## config.mk

```make
export PLATFORM = sky130hd
export DESIGN_NAME = utopia_rx_responder
export DESIGN_NICKNAME = d
export VERILOG_FILES = /design/src/rtl/utopia_rx_pkg.sv /design/src/rtl/utopia_rx_addr_match.sv /design/src/rtl/utopia_rx_clav_drv.sv /design/src/rtl/utopia_rx_cell_fsm.sv /design/src/rtl/utopia_rx_responder.sv
export SDC_FILE = /design/constraint.sdc
export NUM_CORES = 1
export LEC_CHECK = 0
export BUFFER_PORTS_ARGS = -buffer_cell sky130_fd_sc_hd__buf_2
export CAP_MARGIN = 10
export CELL_PAD_IN_SITES_DETAIL_PLACEMENT = 1
export CELL_PAD_IN_SITES_GLOBAL_PLACEMENT = 1
export CORE_ASPECT_RATIO = 0.8
export CORE_UTILIZATION = 39
export DETAILED_ROUTE_END_ITERATION = 10
export GPL_ROUTABILITY_DRIVEN = 0
export GPL_TIMING_DRIVEN = 0
export PLACE_DENSITY = 0.88
export SLEW_MARGIN = 20
export SYNTH_ARGS = -nofsm -noshare
export SYNTH_HDL_FRONTEND = slang
export SYNTH_HIERARCHICAL = 1
export SYNTH_SLANG_ARGS = --single-unit
```

## constraint.sdc

```tcl
create_clock -name clk -period 4.66 [get_ports clk]
set_input_delay 0.233 -clock clk [delete_from_list [all_inputs] [get_ports clk]]
set_output_delay 0.233 -clock clk [all_outputs]
set_load 0.005 [all_outputs]
```

## src/rtl/utopia_rx_pkg.sv

```systemverilog
package utopia_rx_pkg;
    typedef enum logic [1:0] {
        ST_IDLE = 2'd0,
        ST_SEL  = 2'd1,
        ST_CELL = 2'd2
    } rx_state_e;
endpackage

```

## src/rtl/utopia_rx_addr_match.sv

```systemverilog
module utopia_rx_addr_match #(
    parameter int ADDR_W = 5
) (
    input  logic [ADDR_W-1:0] addr,
    input  logic [ADDR_W-1:0] match_addr,
    input  logic              level2,
    output logic              hit
);
    localparam logic [ADDR_W-1:0] NULL_ADDR = '1;

    always_comb begin
        if (level2) begin
            hit = (addr == match_addr) && (match_addr != NULL_ADDR);
        end else begin
            hit = 1'b1;
        end
    end
endmodule

```

## src/rtl/utopia_rx_clav_drv.sv

```systemverilog
module utopia_rx_clav_drv (
    input  logic clk,
    input  logic rst_n,
    input  logic hit,
    input  logic no_inhibit,
    input  logic fifo_full,
    output logic clav,
    output logic clav_oe
);
    always_ff @(posedge clk) begin
        if (!rst_n) begin
            clav_oe <= 1'b0;
            clav    <= 1'b0;
        end else begin
            clav_oe <= hit;
            clav    <= no_inhibit | ~fifo_full;
        end
    end
endmodule

```

## src/rtl/utopia_rx_cell_fsm.sv

```systemverilog
module utopia_rx_cell_fsm
    import utopia_rx_pkg::*;
#(
    parameter int DATA_W     = 8,
    parameter int CELL_BYTES = 53
) (
    input  logic              clk,
    input  logic              rst_n,
    input  logic              hit,
    input  logic              enb_n,
    input  logic [DATA_W-1:0] data,
    input  logic              soc,
    input  logic              fifo_full,
    input  logic              ovr_clear,
    output logic              wr,
    output logic [DATA_W-1:0] wr_data,
    output logic              wr_soc,
    output logic              ovr
);
    localparam int                CNT_W = $clog2(CELL_BYTES);
    localparam logic [CNT_W-1:0]  LAST  = CNT_W'(CELL_BYTES - 1);
    localparam logic [CNT_W-1:0]  ONE   = CNT_W'(1);

    rx_state_e        state, state_nx;
    logic [CNT_W-1:0] cnt, cnt_nx;
    logic             accept;

    always_comb begin
        accept = 1'b0;
        unique case (state)
            ST_IDLE: accept = 1'b0;
            ST_SEL:  accept = ~enb_n & soc;
            ST_CELL: accept = ~enb_n;
            default: accept = 1'b0;
        endcase
    end

    always_comb begin
        state_nx = state;
        cnt_nx   = cnt;
        unique case (state)
            ST_IDLE: begin
                if (enb_n && hit) begin
                    state_nx = ST_SEL;            // sel_hit
                end
            end
            ST_SEL: begin
                if (enb_n && !hit) begin
                    state_nx = ST_IDLE;           // sel_miss
                end else if (accept) begin
                    state_nx = ST_CELL;           // cell_start
                    cnt_nx   = ONE;
                end
            end
            ST_CELL: begin
                if (accept) begin
                    if (soc) begin
                        cnt_nx = ONE;             // cell_restart
                    end else if (cnt == LAST) begin
                        state_nx = ST_SEL;        // cell_done
                        cnt_nx   = '0;
                    end else begin
                        cnt_nx = cnt + ONE;
                    end
                end
            end
            default: begin
                state_nx = ST_IDLE;
                cnt_nx   = '0;
            end
        endcase
    end

    always_ff @(posedge clk) begin
        if (!rst_n) begin
            state <= ST_IDLE;
            cnt   <= '0;
        end else begin
            state <= state_nx;
            cnt   <= cnt_nx;
        end
    end

    always_ff @(posedge clk) begin
        if (!rst_n) begin
            wr      <= 1'b0;
            wr_data <= '0;
            wr_soc  <= 1'b0;
            ovr     <= 1'b0;
        end else begin
            wr      <= accept;
            wr_data <= accept ? data : wr_data;
            wr_soc  <= accept & soc;
            ovr     <= (ovr & ~ovr_clear) | (accept & fifo_full);
        end
    end
endmodule

```

## src/rtl/utopia_rx_responder.sv

```systemverilog
module utopia_rx_responder #(
    parameter int ADDR_W     = 5,
    parameter int DATA_W     = 8,
    parameter int CELL_BYTES = 53
) (
    input  logic              clk,
    input  logic              rst_n,
    input  logic              cfg_level2,
    input  logic [ADDR_W-1:0] cfg_match_addr,
    input  logic              cfg_no_inhibit,
    input  logic              cfg_ovr_clear,
    input  logic [ADDR_W-1:0] utp_addr,
    input  logic              utp_enb_n,
    input  logic [DATA_W-1:0] utp_data,
    input  logic              utp_soc,
    output logic              utp_clav,
    output logic              utp_clav_oe,
    input  logic              fifo_full,
    output logic              fifo_wr,
    output logic [DATA_W-1:0] fifo_data,
    output logic              fifo_soc,
    output logic              ovr_flag
);
    logic hit;

    utopia_rx_addr_match #(.ADDR_W(ADDR_W)) u_match (
        .addr       (utp_addr),
        .match_addr (cfg_match_addr),
        .level2     (cfg_level2),
        .hit        (hit)
    );

    utopia_rx_clav_drv u_clav (
        .clk        (clk),
        .rst_n      (rst_n),
        .hit        (hit),
        .no_inhibit (cfg_no_inhibit),
        .fifo_full  (fifo_full),
        .clav       (utp_clav),
        .clav_oe    (utp_clav_oe)
    );

    utopia_rx_cell_fsm #(.DATA_W(DATA_W), .CELL_BYTES(CELL_BYTES)) u_fsm (
        .clk       (clk),
        .rst_n     (rst_n),
        .hit       (hit),
        .enb_n     (utp_enb_n),
        .data      (utp_data),
        .soc       (utp_soc),
        .fifo_full (fifo_full),
        .ovr_clear (cfg_ovr_clear),
        .wr        (fifo_wr),
        .wr_data   (fifo_data),
        .wr_soc    (fifo_soc),
        .ovr       (ovr_flag)
    );
endmodule

```

==> results of run 1 <==
## metrics by stage
step | setup slack [ns] | utilization | area, µm² | hold slack [ns] | total power [mW]
global placement | 2.72 | 0.498 | 1370 | 0.434 | 0.357
global route | 2.52 | 0.508 | 1390 | 0.0872 | 0.479
detailed placement | 2.65 | 0.498 | 1370 | 0.442 | 0.366
finish | 2.60 | 0.508 | 1390 | 0.104 | 0.452
floorplan | 2.93 | - | 1130 | 0.317 | 0.317
CTS | 2.62 | 0.508 | 1390 | 0.0966 | 0.456
## layout by cell type, fill, tap and decap left out, types with 2 or more instances in the layout
cell type	n
buf_2	39
dfxtp_1	21
nor2b_1	11
inv_1	10
mux2i_1	9
a21oi_1	8
ha_1	6
nand2_1	5
o31ai_1	4
clkbuf_4	3
nor2_1	3
nand4_1	3
or4_1	3
xnor2_1	3
and2_1	2
clkbuf_1	2
nand3_1	2
or3_1	2
o21ai_0	2
## power by group
group | switching (mW) | internal, mW | leakage [nW]
clock network | 0.0560 | 0.0321 | 0.0177
registers | 0.00771 | 0.190 | 0.170
logic | 0.0938 | 0.0725 | 0.393
total | 0.158 | 0.294 | 0.581
## cell families after synthesis
family,after synthesis
and+or+nand+nor,36
muxes,9
adders and majority gates,6
buffers and inverters,16
DFF,21
xor gates and xnor gates,4
AOI/OAI and AO/OA,28
## layout make-up
type | instances | area, µm² | share of cell area
well taps | 38 | 47.5 | 0.0341
plain buffers | 6 | 35.0 | 0.0251
clock buffers | 3 | 22.5 | 0.0162
flip-flops and latches | 21 | 420 | 0.302
inverters | 10 | 37.5 | 0.0269
clock inverters | 1 | 5.00 | 0.00359
repair buffers | 38 | 190 | 0.136
multi-input cells | 83 | 636 | 0.456
## per-layer routing
metal  vias up  wire length [µm]  track usage
li1        511                 -            -
met1       499              1100        0.187
met2        31              1490        0.359
met3         4               123       0.0556
met4         0                29       0.0698
met5         -                 0            0
## final timing paths
path,start,endpoint,slack (ns),cells past startpoint
worst max-delay path,u_fsm/state[0]$_SDFFE_PN0P_,u_fsm/cnt[3]$_SDFFE_PN0P_,2.60,7
worst min-delay path,fifo_full,u_clav/clav$_SDFF_PN0_,0.10,2
worst max register to register,u_fsm/state[0]$_SDFFE_PN0P_,u_fsm/cnt[3]$_SDFFE_PN0P_,2.60,7
worst min register to register,u_fsm/cnt[4]$_SDFFE_PN0P_,u_fsm/cnt[4]$_SDFFE_PN0P_,0.51,2
## state kept, by name, summed over array words and instances (netlist names)
register / cells
u_fsm/state: 2
u_fsm/wr: 1
u_fsm/ovr: 1
u_fsm/wr_data: 8
u_clav/clav: 1
u_fsm/wr_soc: 1
u_clav/clav_oe: 1
u_fsm/cnt: 6
## worst max-delay path, cell delays in order (launching register included)
cell      delay (ns)
dfxtp_1         0.41
inv_1           0.08
ha_1            0.40
nand2b_4        0.09
o22a_4          0.23
buf_6           0.14
o31ai_1         0.51
a21oi_1         0.08
==> results by group, run 1 <==
Run status
  – Status: finished clean

Layout
  – Area grow syn2layout: 23.5%
  – Fill cells: 340
  – Nets: just under 200
  – Number of diodes: 0
  – Layout cells sized above 1: 0.309
  – Non-Filler Instances: 200

Worst setup path
  – Critical path class: flip-flop to flip-flop
  – CP endpoint kind: flip-flop
  – Critical Path RT: around 4.8 ns
  – CP max FO: 10
  – Arr. time, crit path: approximately 2.2 ns
  – CP Launch Type: flip-flop

Clock tree
  – Cts bufs inserted: 3
  – Clk slew on worst S/H paths: approximately 0.12 ns
  – Clk sinks: 21
  – CTS max path bufs: 2
  – Cts repair resizes: 0
  – Clk Latency, worst-skew pair: 0.31 ns
  – Clock Tree Root: clkbuf_4
  – Post-CTS setup buffer count: 0
  – H-tree Lvls: 1
  – CTS tree: yes
  – Hold Buf Count CTS: 0

Die
  – Die area: just over 3000 µm²
  – Die W: around 62 µm
  – Initial core utilization: 0.411
  – Site Rows: 17
  – IO Count: 39
  – Die height: about 50 µm
  – CORE AREA: roughly 2700 µm²

Routing
  – Detailed Route Iter0 Violations: 16
  – Post-DRT Antenna Nets: 0
  – Via count: ~1.0k
  – DR DRC count: 0
  – First-pass DRT Iterations: 4
  – Routed len/inst: roughly 14 µm
  – Final wirelength: around 2700 µm
  – Via density: around 5.2

Global route
  – Total track usage: 0.185
  – Initial antenna violation count: 0
  – Largest net degree at the start of global routing: 13
  – First-pass GRT wire length: approximately 4400 µm
  – Vias in the first global route: about 1k
  – GRT Residual Overflow: 0

Logic synthesis
  – Synth cell types: 41
  – Top cells by area, synth: dfxtp_1 (37%), mux2i_1 (8.0%), ha_1 (6.7%)
  – Most used flip-flop cell after synthesis: dfxtp_1
  – Ys Warns: 6
  – #FFs+latches synth: 21
  – Most frequent cell after synthesis: dfxtp_1
  – Cells after Synth: between 100 and 150
  – Async S/R FF share, synth: 0
  – Post-synthesis mux area share: 0.0798
  – Syn avg cell area: about 9.4 µm²
  – Post-synth EDFFs: 0
  – Synth Area in Adders: 0.0665
  – Register area share after synthesis: 0.373
  – Top-area cell type share of the netlist area: 0.373
  – Commonest cells post-synth: dfxtp_1 (21), nor2b_1 (11), inv_1 (10)
  – Simple-gate share of the synthesized area: 0.194
  – Main combinational cell family by area after synthesis: simple AND/OR/NAND/NOR gates
  – Mapped Area: 1130 µm²
  – Xor and xnor fraction of the mapped netlist area: 0.0377
  – Compound-Gate Fraction of Synth Area: 0.185
  – Synthesized netlist net count: between 150 and 200
  – Post-synth top area cell: dfxtp_1

Timing
  – FMAX: about 0.49 GHz
  – Layout Skew: around 0.0045 ns
  – Final Max Tran Viols: 0
  – Fin crit share: 0.441
  – Worst-Margin Slew: approximately 0.56 ns
  – RSZ-0062 raised after global routing: no
  – Worst slew margin: 0.622
  – Fin crit period: 2.06 ns
  – Final setup TNS: 0 ns
  – Hold Vio Cnt, Final: 0
  – Finish-stage setup viols: 0

Power
  – Power per standard cell area: around 320 nW/µm²
  – Leak: between 0.5 and 0.6 nW
  – Peak supply drop: approximately 200 µV

Placement
  – DP HPWL: about 2200 µm
  – Placed insts: 196
  – Port Buf Inserts: 38

Run
  – Max-cap check violation count: 0

Min path
  – Hold Crit Class: input pin to flip-flop
(Power assumes the default switching activity.)
==> inputs of run 2 (changes only) <==
CORE_UTILIZATION = 32   (was 39)
PLACE_DENSITY = 0.77   (was 0.88)
clock period = 1.8 ns   (was 4.66 ns; I/O delays follow)
==> results by group, run 2 (synthesized netlist as in run 1, its figures left out) <==
Timing
  – Layout Skew: about 0.0011 ns
  – Final Max Tran Viols: 0
  – Worst slew margin: 0.687
  – Worst-Margin Slew: about 0.47 ns
  – FMAX: ~0.57 GHz
  – RSZ-0062 raised after global routing: no
  – Fin crit period: between 1.5 and 2 ns
  – Hold Vio Cnt, Final: 0
  – Finish-stage setup viols: 0
  – Fin crit share: 0.972
  – Final setup TNS: 0 ns

Routing
  – DR DRC count: 0
  – Detailed Route Iter0 Violations: 27
  – Routed len/inst: between 10 and 15 µm
  – Via count: between 1k and 1.5k
  – Via density: approximately 5.1
  – Post-DRT Antenna Nets: 0
  – First-pass DRT Iterations: 3
  – Final wirelength: between 2000 and 3000 µm

Die
  – Initial core utilization: 0.350
  – IO Count: 39
  – CORE AREA: 3220 µm²
  – Site Rows: 18
  – Die height: approximately 55 µm
  – Die area: approximately 3800 µm²
  – Die W: 68.4 µm

Worst setup path
  – R2R cell count: 7
  – CP Launch Type: flip-flop
  – Crit path largest cell delay: about 0.39 ns
  – Critical-path cell list: inv_2, ha_4, nand2b_4, o22a_4, buf_6, or4_1, a21oi_1
  – Arr. time, crit path: 1.94 ns
  – Crit-path leading delay family: simple AND/OR/NAND/NOR gates
  – RR Startpoint: u_fsm/state[0]$_SDFFE_PN0P_
  – WP buf/inv: 2
  – Critical path class: flip-flop to flip-flop
  – CP max FO: 10
  – Register-to-Register Setup Slack: 0.05 ns
  – Critical Path RT: 1.99 ns
  – Crit path launch: u_fsm/state[0]$_SDFFE_PN0P_
  – Worst reg2reg endpoint: u_fsm/cnt[2]$_SDFFE_PN0P_
  – CP endpoint kind: flip-flop
  – Worst path slowest cell: or4_1

Power
  – Peak supply drop: between 300 and 400 µV
  – Power per standard cell area: about 900 nW/µm²
  – Total chip power: 1.33 mW
  – Leak: between 0.6 and 0.7 nW

Global route
  – GRT Residual Overflow: 0
  – Vias in the first global route: 990
  – Total track usage: 0.167
  – First-pass GRT wire length: 4530 µm
  – Largest net degree at the start of global routing: 13
  – Initial antenna violation count: 0

Layout
  – Most frequent cells in the layout: buf_2 (38), dfxtp_1 (19), nor2b_1 (11)
  – Max reg flops: 8
  – Layout cells sized above 1: 0.372
  – Reg with most FFs: u_fsm/wr_data
  – Non-Filler Instances: 204
  – Biggest regs: u_fsm/wr_data: 8 flops, u_fsm/cnt: 6 flops, u_fsm/state: 2 flops
  – Area grow syn2layout: 31.6%
  – Nets: between 150 and 200
  – Number of diodes: 0
  – Commonest non-fill, non-tap cell in the layout: buf_2

Min path
  – Hold Crit Class: input pin to flip-flop
  – Hold EP: u_clav/clav$_SDFF_PN0_
  – Hold_sp: fifo_full
  – Hold Path Depth: 2

Clock tree
  – Clk sinks: 21
  – Cts bufs inserted: 3
  – CTS tree: yes
  – H-tree Lvls: 1
  – CTS max path bufs: 2
  – Clk slew on worst S/H paths: roughly 0.08 ns
  – Clk Latency, worst-skew pair: about 0.26 ns
  – Clock Tree Root: clkbuf_8

Placement
  – Port Buf Inserts: 38
  – Placed insts: between 150 and 200
  – DP HPWL: 2210 µm

Run
  – Max-cap check violation count: 0

Run status
  – Status: finished clean
## run 2: how the worst max path moves through the flow
stage,endpoint,slack (ns),cells after the start
floorplan,u_fsm/cnt[2]$_SDFFE_PN0P_,0.07,7
global placement,u_fsm/cnt[3]$_SDFFE_PN0P_,-0.15,7
detailed placement,u_fsm/cnt[5]$_SDFFE_PN0P_,-0.22,7
CTS,u_fsm/cnt[2]$_SDFFE_PN0P_,0.02,7
global route,u_fsm/cnt[2]$_SDFFE_PN0P_,0.0003,7
finish,u_fsm/cnt[2]$_SDFFE_PN0P_,0.05,7
## run 2: final cells by class
class,instances,area (µm²)
inverters,10,37.5
flip-flops and latches,21,425
well taps,40,50.0
multi-input cells,83,678
fillers,390,1740
plain buffers,6,42.5
repair buffers,40,205
clock inverters,1,5.00
clock buffers,3,41.3
## run 2: where the power goes
part	internal (mW)	total (mW)	switching, mW
combinational	0.237	0.509	0.272
sequential	0.495	0.519	0.0240
clock	0.154	0.305	0.151
total	0.886	1.33	0.447
## run 2: metrics by stage
step / area, µm² / hold WS, ns / setup WS (ns) / utilization
3_3_place_gp: 1370 / 0.297 / -0.148 / 0.425
4_1_cts: 1440 / 0.0204 / 0.0237 / 0.446
3_5_place_dp: 1370 / 0.304 / -0.224 / 0.425
2_1_floorplan: 1130 / 0.174 / 0.0739 / -
5_1_grt: 1490 / 0.0352 / 0.000292 / 0.461
6_report: 1490 / 0.0375 / 0.0502 / 0.461
## run 2: worst register-to-register path, delay by kind of cell, from the launching register on
family / cells / cell delay [ns]
simple gates: 2 / 0.46
fa+ha+maj: 1 / 0.29
compound gates: 2 / 0.34
flops: 1 / 0.37
buf+inv: 2 / 0.21
## run 2: layer usage
layer	track usage	wire, µm
met1	0.198	1340
met2	0.306	1510
met3	0.0369	98
met4	0.0417	27
met5	0	0
## run 2: repair_timing
action | in CTS | in global routing
setup endpoints to repair | 14 | 14
resized for setup | 4 | 11
hold buffers | 0 | 0
buffers inserted | 0 | 2
pin swaps | 0 | 3
gates cloned | 0 | 0
==> inputs of run 3 (changes only) <==
HOLD_SLACK_MARGIN = 0.12   (was default)
PLACE_DENSITY = default   (was 0.77)
PLACE_DENSITY_LB_ADDON = 0.15   (was default)
clock period = 1.4 ns   (was 1.8 ns; I/O delays follow)
==> results by group, run 3 (synthesized netlist as in run 1, its figures left out) <==
Layout
  – Area grow syn2layout: 56.8%
  – Commonest non-fill, non-tap cell in the layout: buf_2
  – Nets: between 200 and 250
  – Non-Filler Instances: about 220
  – Reg with most FFs: u_fsm/wr_data
  – Max reg flops: 8
  – Biggest regs: u_fsm/wr_data: 8 flops, u_fsm/cnt: 6 flops, u_fsm/state: 2 flops
  – Util after Layout: 0.549
  – Number of diodes: 0
  – Layout cells sized above 1: 0.440
  – Most frequent cells in the layout: buf_2 (38), dfxtp_1 (19), dlygate4sd3_1 (11), nor2b_1 (11), mux2i_1 (9)

Worst setup path
  – Register-to-Register Setup Slack: -0.34 ns
  – Crit path largest cell delay: roughly 0.41 ns
  – Critical-path cell list: inv_4, ha_4, nand2b_4, o22a_4, buf_8, or4_4, a21oi_2
  – Critical path class: flip-flop to flip-flop
  – WP buf/inv: 2
  – Worst reg2reg endpoint: u_fsm/cnt[2]$_SDFFE_PN0P_
  – Worst path slowest cell: or4_4
  – CP Launch Type: flip-flop
  – Crit-path leading delay family: simple AND/OR/NAND/NOR gates
  – CP endpoint kind: flip-flop
  – Critical Path RT: roughly 1.6 ns
  – R2R cell count: 7
  – Arr. time, crit path: roughly 1.9 ns
  – CP max FO: 7
  – RR Startpoint: u_fsm/state[0]$_SDFFE_PN0P_

Timing
  – Final Max Tran Viols: 0
  – FMAX: 0.575 GHz
  – Worst-Margin Slew: about 0.47 ns
  – Fin crit period: 1.74 ns
  – Finish-stage setup viols: 19
  – Final worst slack: -0.339 ns
  – Fin crit share: 1.24
  – WHS: 0.126 ns
  – RSZ-0062 raised after global routing: yes
  – Layout Skew: about 0.00069 ns
  – Hold Vio Cnt, Final: 0
  – Worst slew margin: 0.684

Power
  – Sequential Power Share: 0.339
  – Comb pwr share: 0.458
  – Peak supply drop: about 700 µV
  – P_int: between 1 and 1.5 mW
  – Sw Share: 0.344
  – Net switching power figure: ~700 µW
  – Power per standard cell area: around 1100 nW/µm²
  – Clock share of power: 0.203
  – Leak: just over 0.7 nW

Global route
  – Vias in the first global route: roughly 1.1k
  – First-pass GRT wire length: approximately 5400 µm
  – GRT Residual Overflow: 0
  – Total track usage: 0.201
  – Largest net degree at the start of global routing: 13
  – Initial antenna violation count: 0

Clock tree
  – H-tree Lvls: 1
  – Clk Latency, worst-skew pair: 0.26 ns
  – Cts bufs inserted: 3
  – CTS max path bufs: 2
  – Clock Tree Root: clkbuf_8
  – CTS tree: yes
  – Clk slew on worst S/H paths: 0.08 ns
  – Clk sinks: 21

Die
  – Initial core utilization: 0.350
  – CORE AREA: roughly 3200 µm²
  – IO Count: 39
  – Die height: 55.1 µm
  – Site Rows: 18
  – Die area: between 3000 and 4000 µm²
  – Die W: roughly 70 µm

Routing
  – Via count: around 1.1k
  – First-pass DRT Iterations: 2
  – Detailed Route Iter0 Violations: 30
  – Routed len/inst: 15.1 µm
  – Final wirelength: 3380 µm
  – Post-DRT Antenna Nets: 0
  – Via density: just over 5
  – DR DRC count: 0

Min path
  – Hold EP: u_fsm/ovr$_SDFF_PN0_
  – Hold Crit Class: input pin to flip-flop
  – Hold_sp: cfg_ovr_clear
  – Hold Path Depth: 4

Placement
  – Port Buf Inserts: 38
  – Placed insts: between 150 and 200
  – DP HPWL: ~2300 µm

Run status
  – Status: finished, violations left
  – Violated checks: negative setup slack

Run
  – Max-cap check violation count: 0
run 3: cell types whose count changed in the layout (fill, tap and decap cells not counted), sizes merged:
cell	before	now
buf	43	53
clkbuf	6	5
dlygate4sd3	0	11
run 3: timing repair:
action / CTS / global route
pin swaps: 9 / 9
setup endpoints to repair: 18 / 19
resized for setup: 18 / 12
hold endpoints to repair: 11 / 0
buffers inserted: 9 / 2
gates cloned: 1 / 0
hold buffers: 11 / 0
run 3: worst max-delay path by stage:
stage / from / endpoint / slack, ns / cells past startpoint
CTS: u_fsm/state[0]$_SDFFE_PN0P_ / u_fsm/cnt[1]$_SDFFE_PN0P_ / -0.31 / 6
detailed placement: u_fsm/state[0]$_SDFFE_PN0P_ / u_fsm/cnt[4]$_SDFFE_PN0P_ / -0.49 / 7
floorplan: u_fsm/state[0]$_SDFFE_PN0P_ / u_fsm/cnt[2]$_SDFFE_PN0P_ / -0.22 / 8
global placement: u_fsm/state[0]$_SDFFE_PN0P_ / u_fsm/cnt[3]$_SDFFE_PN0P_ / -0.42 / 7
finish: u_fsm/state[0]$_SDFFE_PN0P_ / u_fsm/cnt[2]$_SDFFE_PN0P_ / -0.34 / 7
global route: u_fsm/state[0]$_SDFFE_PN0P_ / u_fsm/cnt[2]$_SDFFE_PN0P_ / -0.38 / 7
run 3: worst register-to-register path, delay by kind of cell (launching register included):
family | cells | cell delay (ns)
adders and majority gates | 1 | 0.28
and+or+nand+nor | 2 | 0.48
DFF | 1 | 0.39
buffers and inverters | 2 | 0.19
AOI/OAI and AO/OA | 2 | 0.35
run 3: layout make-up:
type / instances / area (µm²)
multi-input cells: 83 / 754
repair buffers: 61 / 409
clock inverters: 1 / 5.00
fillers: 379 / 1450
inverters: 10 / 42.5
flip-flops and latches: 21 / 428
clock buffers: 3 / 41.3
plain buffers: 5 / 38.8
well taps: 40 / 50.0
run 3: per-stage QoR:
| step | area, µm² | TNS (ns) | total power, mW | worst slack [ns] |
|---|---|---|---|---|
| 2_1_floorplan | 1160 | -1.37 | 1.11 | -0.220 |
| 3_3_place_gp | 1400 | -3.63 | 1.27 | -0.419 |
| 3_5_place_dp | 1400 | -4.69 | 1.30 | -0.493 |
| 4_1_cts | 1710 | -3.42 | 1.94 | -0.306 |
| 5_1_grt | 1770 | -6.14 | 2.11 | -0.380 |
| 6_report | 1770 | -4.97 | 2.00 | -0.339 |
run 3: power groups by stage:
stage | sequential (mW) | clock (mW) | combinational [mW]
2_1_floorplan | 0.675 | 0 | 0.437
3_3_place_gp | 0.676 | 0 | 0.590
3_5_place_dp | 0.679 | 0 | 0.620
4_1_cts | 0.673 | 0.425 | 0.842
5_1_grt | 0.683 | 0.439 | 0.987
6_report | 0.678 | 0.406 | 0.915
run 3: routing by layer:
layer,up-vias,track usage,part of all wire
met5,-,0,0
met4,0,0.0694,0.0041
met3,3,0.0533,0.042
met2,31,0.376,0.53
met1,539,0.221,0.43
li1,560,-,-
